### src/rtl/dvfs_sel_pkg.sv
package dvfs_sel_pkg;
  typedef enum logic [1:0] {
    ST_IDLE = 2'd0,
    ST_MAC  = 2'd1,
    ST_EVAL = 2'd2,
    ST_HOLD = 2'd3
  } sel_state_t;

  localparam int unsigned PCT_SCALE = 100;
endpackage

### src/rtl/dvfs_mac_sat.sv
module dvfs_mac_sat #(
  parameter int FW = 16,
  parameter int CW = 16,
  parameter int AW = 32
) (
  input  logic          clk,
  input  logic          rst_n,
  input  logic          clear,
  input  logic          en,
  input  logic [FW-1:0] feat,
  input  logic [CW-1:0] coef,
  output logic [AW-1:0] acc
);
  localparam int PW = FW + CW;
  localparam int SW = ((PW > AW) ? PW : AW) + 1;
  localparam logic [SW-1:0] ACC_MAX = (SW'(1) << AW) - SW'(1);

  logic [SW-1:0] prod_w;
  logic [SW-1:0] sum_w;
  logic [AW-1:0] next_acc;

  always_comb begin
    prod_w   = SW'(feat) * SW'(coef);
    sum_w    = SW'(acc) + prod_w;
    next_acc = (sum_w > ACC_MAX) ? ACC_MAX[AW-1:0] : sum_w[AW-1:0];
  end

  always_ff @(posedge clk or negedge rst_n) begin
    if (!rst_n)     acc <= '0;
    else if (clear) acc <= '0;
    else if (en)    acc <= next_acc;
  end
endmodule

### src/rtl/dvfs_level_scan.sv
module dvfs_level_scan #(
  parameter int NLVL        = 6,
  parameter int FRW         = 10,
  parameter int AW          = 32,
  parameter int CFRAC       = 4,
  parameter int MARGIN_PCT  = 5,
  parameter int DEADLINE_US = 16700,
  parameter int SWITCH_US   = 100,
  parameter int LW          = 3
) (
  input  logic [AW-1:0]       acc,
  input  logic [NLVL*FRW-1:0] freq_flat,
  input  logic [LW-1:0]       cur_level,
  output logic [LW-1:0]       pick,
  output logic                none_fit
);
  import dvfs_sel_pkg::*;
  localparam int CMW = 64;
  localparam logic [CMW-1:0] LHS_SCALE  = CMW'(PCT_SCALE + MARGIN_PCT);
  localparam logic [CMW-1:0] FULL_BUDG  = CMW'(DEADLINE_US);
  localparam logic [CMW-1:0] SHORT_BUDG = CMW'(DEADLINE_US - SWITCH_US);

  logic [CMW-1:0]  pred_w;
  logic [CMW-1:0]  need_w;
  logic [NLVL-1:0] fit;

  assign pred_w = CMW'(acc >> CFRAC);
  assign need_w = pred_w * LHS_SCALE;

  for (genvar i = 0; i < NLVL; i++) begin : g_lvl
    logic [CMW-1:0] budget_w;
    logic [CMW-1:0] avail_w;
    assign budget_w = (cur_level == LW'(i)) ? FULL_BUDG : SHORT_BUDG;
    assign avail_w  = budget_w * CMW'(freq_flat[i*FRW +: FRW]) * CMW'(PCT_SCALE);
    assign fit[i]   = (need_w <= avail_w);
  end

  always_comb begin
    pick     = LW'(NLVL - 1);
    none_fit = 1'b1;
    for (int i = NLVL - 1; i >= 0; i--) begin
      if (fit[i]) begin
        pick     = LW'(i);
        none_fit = 1'b0;
      end
    end
  end
endmodule

### src/rtl/dvfs_level_pick.sv
module dvfs_level_pick #(
  parameter int NFEAT       = 7,
  parameter int FW          = 16,
  parameter int CW          = 16,
  parameter int AW          = 32,
  parameter int CFRAC       = 4,
  parameter int NLVL        = 6,
  parameter int FRW         = 10,
  parameter int MARGIN_PCT  = 5,
  parameter int DEADLINE_US = 16700,
  parameter int SWITCH_US   = 100,
  localparam int LW = (NLVL > 1) ? $clog2(NLVL) : 1
) (
  input  logic                clk,
  input  logic                rst_n,
  input  logic                job_valid,
  output logic                job_ready,
  input  logic [NFEAT*FW-1:0] job_feat,
  input  logic [NFEAT*CW-1:0] job_coef,
  input  logic [LW-1:0]       job_cur_level,
  input  logic [NLVL*FRW-1:0] lvl_freq,
  output logic                res_valid,
  input  logic                res_ready,
  output logic [LW-1:0]       res_level,
  output logic                res_deadline_risk
);
  import dvfs_sel_pkg::*;
  localparam int IW = (NFEAT > 1) ? $clog2(NFEAT) : 1;
  localparam logic [IW-1:0] LAST_IDX = IW'(NFEAT - 1);

  sel_state_t          state;
  logic [IW-1:0]       idx;
  logic [NFEAT*FW-1:0] feat_q;
  logic [NFEAT*CW-1:0] coef_q;
  logic [LW-1:0]       cur_q;
  logic [NLVL*FRW-1:0] freq_q;
  logic [AW-1:0]       acc;
  logic [LW-1:0]       pick;
  logic                none_fit;
  logic                accept;

  assign job_ready = (state == ST_IDLE);
  assign res_valid = (state == ST_HOLD);
  assign accept    = job_valid && job_ready;

  always_ff @(posedge clk or negedge rst_n) begin
    if (!rst_n) begin
      state             <= ST_IDLE;
      idx               <= '0;
      feat_q            <= '0;
      coef_q            <= '0;
      cur_q             <= '0;
      freq_q            <= '0;
      res_level         <= '0;
      res_deadline_risk <= 1'b0;
    end else begin
      unique case (state)
        ST_IDLE: if (accept) begin
          feat_q <= job_feat;
          coef_q <= job_coef;
          cur_q  <= job_cur_level;
          freq_q <= lvl_freq;
          idx    <= '0;
          state  <= ST_MAC;
        end
        ST_MAC: begin
          idx <= idx + IW'(1);
          if (idx == LAST_IDX) state <= ST_EVAL;
        end
        ST_EVAL: begin
          res_level         <= pick;
          res_deadline_risk <= none_fit;
          state             <= ST_HOLD;
        end
        ST_HOLD: if (res_ready) state <= ST_IDLE;
        default: state <= ST_IDLE;
      endcase
    end
  end

  dvfs_mac_sat #(.FW(FW), .CW(CW), .AW(AW)) u_mac (
    .clk   (clk),
    .rst_n (rst_n),
    .clear (accept),
    .en    (state == ST_MAC),
    .feat  (feat_q[idx*FW +: FW]),
    .coef  (coef_q[idx*CW +: CW]),
    .acc   (acc)
  );

  dvfs_level_scan #(
    .NLVL(NLVL), .FRW(FRW), .AW(AW), .CFRAC(CFRAC), .MARGIN_PCT(MARGIN_PCT),
    .DEADLINE_US(DEADLINE_US), .SWITCH_US(SWITCH_US), .LW(LW)
  ) u_scan (
    .acc       (acc),
    .freq_flat (freq_q),
    .cur_level (cur_q),
    .pick      (pick),
    .none_fit  (none_fit)
  );
endmodule

### config.mk
export PLATFORM = sky130hd
export DESIGN_NAME = dvfs_level_pick
export DESIGN_NICKNAME = d
export VERILOG_FILES = /design/src/rtl/dvfs_sel_pkg.sv /design/src/rtl/dvfs_mac_sat.sv /design/src/rtl/dvfs_level_scan.sv /design/src/rtl/dvfs_level_pick.sv
export SDC_FILE = /design/constraint.sdc
export NUM_CORES = 2
export LEC_CHECK = 0
export BUFFER_PORTS_ARGS = -buffer_cell sky130_fd_sc_hd__buf_2
export CORE_ASPECT_RATIO = 1.2
export CORE_MARGIN = 5
export CORE_UTILIZATION = 70
export DETAILED_ROUTE_END_ITERATION = 6
export PLACE_DENSITY = 0.89
export SYNTH_ARGS = -nofsm -noshare
export SYNTH_HDL_FRONTEND = slang
export SYNTH_SLANG_ARGS = --single-unit
### constraint.sdc
create_clock -name clk -period 19.52 [get_ports clk]
set_input_delay 4.88 -clock clk [delete_from_list [all_inputs] [get_ports clk]]
set_output_delay 4.88 -clock clk [all_outputs]
set_load 0.01 [all_outputs]
==> metrics <==
most common cell after layout, fill and taps aside=inv_1; final antenna-violating net count=0; worst reg2reg startpoint=cur_q[0]; die area=just over 90000 µm²; setup repair bufs after CTS=0; startpoint types=register; core region area=83600 µm²; Sink Count=328; Critical Path RT=between 20 and 25 ns; drt total wl=roughly 160 mm; htree depth=2; worst hold path type=register to register; antenna violations before repair=between 50 and 60; Crit. End Element=register; worst slew pin tran=~1.5 ns; total CTS buffers=40; Final HPWL DP=121 mm; final setup violation count=0; Fmax=around 0.09 GHz; First-pass DRT Iterations=7; Multi-input gate area=between 40000 and 50000 µm²; die height=approximately 330 µm; number of flops mapped to enable cells by yosys=0; Max Slew Vio Count=0; Iter 0 DRT Violations=between 3000 and 4000; Residual DRC=1; worst stage delay on the critical path=~0.84 ns; Worst Skew=about 0.051 ns; worst-skew pair later-pin latency=around 0.63 ns; worst setup path class=register to register; Root Driver=clkbuf_16; Syn Inst Count=6380; Tcrit/Tclk final=0.573; sequential-to-total area share from yosys stat=0.139; RSZ-0062 raised after global routing=false; Netlist cell types=87; Avg Inst Size Synth=roughly 9.3 µm²; cell mode on critical path=ha_1; WHS Path Cells=1; setup TNS=0 ns; CTS hold repair buffers=0; prevailing post-synth register cell=dfrtp_1; vias in the first global route=51600; most frequent cells in the layout=1336 x inv_1, 1189 x ha_1, 606 x fa_1, 401 x nand2_1, 330 x a21oi_1; # nets final=slightly below 9000; fillers=5352; Worst slew margin=0.0320; Worst R2R Setup Slack=roughly 8.3 ns; FF/Latch Area=slightly above 8000 µm²; GPL Wtd Cong=~0.93; Die X-Extent=between 200 and 300 µm; Worst Setup SP=cur_q[0]; first-pass GRT wire length=~250 mm; hold path endpoint=feat_q[45]; Total GRT Usage=0.343; failing checks=DRC; cts repair resizes=0; post-synthesis register bit count=around 330; Site Rows=around 120; Max Root-Sink Buffers=3; global route overflow=0; clk slew on worst S/H paths=about 0.060 ns; critical path's slowest cell=and3b_1; CTS tree=done; WL per Instance=20.1 µm; Port Buffers=roughly 300; share of cells above drive strength 1=0.120; status=finished, violations left; Post-Syn Area=roughly 59000 µm²; Via density=between 6 and 7; Syn-to-layout area delta=7.54%; max cap viols=0; hold path start=feat_q[45]; WP data arrival=roughly 12 ns; Ys Warns=0; CP Max Fanout=17; share of flip-flops with an asynchronous set or reset=1.00; reg2reg path depth=40; I/O Pins=slightly below 300; initial core utilization=0.708; Worst R2R End=res_deadline_risk; Final Hold Fails=0; fin crit period=11.19 ns; largest net degree at the start of global routing=165; DR vias=between 40000 and 50000
## synth_stat cells (11+ instances only)
library cell / instances / area (µm²)
nor2b_1: 43 / 269
ha_1: 1189 / 14900
buf_2: 12 / 60.1
o21ai_1: 26 / 130
a21o_1: 104 / 781
fa_1: 606 / 12100
mux4_2: 32 / 721
o21a_1: 51 / 383
a211o_1: 11 / 96.3
mux2_2: 287 / 3230
xor2_1: 122 / 1070
dfrtp_1: 328 / 8210
o31ai_1: 15 / 113
nor2_1: 307 / 1150
nor3_1: 62 / 310
a211oi_1: 36 / 270
a31oi_1: 24 / 150
o21bai_1: 31 / 233
or3_1: 21 / 131
xnor2_1: 160 / 1400
clkbuf_1: 110 / 413
inv_1: 1336 / 5010
and3_1: 30 / 188
nand3_1: 59 / 295
nand2b_1: 55 / 344
nand4_1: 44 / 275
o21ai_0: 217 / 1090
a21oi_1: 332 / 1660
nand2_1: 402 / 1510
o211ai_1: 17 / 128
a21boi_0: 11 / 82.6
or2_2: 24 / 150
and2_1: 83 / 519
mux2i_1: 35 / 350
## metal layers
layer | up-vias | track usage | routed length (µm)
li1 | 21700 | - | -
met1 | 23300 | 0.366 | 53600
met2 | 2243 | 0.612 | 79900
met3 | 902 | 0.0651 | 11700
met4 | 8 | 0.232 | 13200
met5 | - | 0 | 56
## through the flow
stage / instances / cell area [µm²] / util / setup slack, ns / hold slack, ns
3_5_place_dp: 7743 / 62100 / 0.743 / 8.74 / 0.488
5_1_grt: 7878 / 63700 / 0.761 / 7.63 / 0.520
4_1_cts: 7815 / 63500 / 0.760 / 8.62 / 0.507
6_report: 7880 / 63700 / 0.761 / 8.33 / 0.507
3_3_place_gp: 7743 / 62100 / 0.743 / 9.13 / 0.482
2_1_floorplan: 6396 / 59300 / - / 9.87 / 0.474
## logic make-up after synthesis
kind of cell             after synthesis  synth area share
XOR/XNOR                             282            0.0417
adder cells (fa/ha/maj)             1795             0.456
multiplexers                         354            0.0727
flip-flops                           328             0.139
AND/OR/NAND/NOR                     1174            0.0926
AO/OA/AOI/OAI                        978             0.105
other                                  2          0.000127
buffers and inverters               1467            0.0933
## sequential cells by signal, summed over array words and instances (netlist names)
register / count
idx: 3
feat_q: 112
res_deadline_risk: 1
state: 2
freq_q: 60
cur_q: 3
coef_q: 112
res_level: 3
u_mac.acc: 32
## layout make-up
cell class,count,area share
Multi-Input combinational cell,4601,0.716
Antenna cell,65,0.00256
Clock buffer,51,0.0167
Tap cell,1121,0.0220
Timing Repair Buffer,356,0.0307
Sequential cell,328,0.129
Inverter,1337,0.0788
Clock inverter,21,0.00462
## worst max-delay path: cells and delay by family (launching register included)
kind                       cells  cell delay [ns]
adders and majority gates     11             4.25
and+or+nand+nor                9             2.77
AOI/OAI and AO/OA             12             2.60
DFF                            1             0.73
xor gates and xnor gates       2             0.37
buffers and inverters          6             0.36
## how the worst max path moves through the flow
stage,end,slack [ns],cells after the start
2_1_floorplan,res_deadline_risk,9.87,39
3_3_place_gp,res_deadline_risk,9.13,38
3_5_place_dp,res_deadline_risk,8.74,40
4_1_cts,res_deadline_risk,8.62,40
5_1_grt,res_deadline_risk,7.63,40
6_report,res_deadline_risk,8.33,40
Power is not shown: default switching activity piles up to over one toggle a cycle in this logic, so the estimate is an artifact.
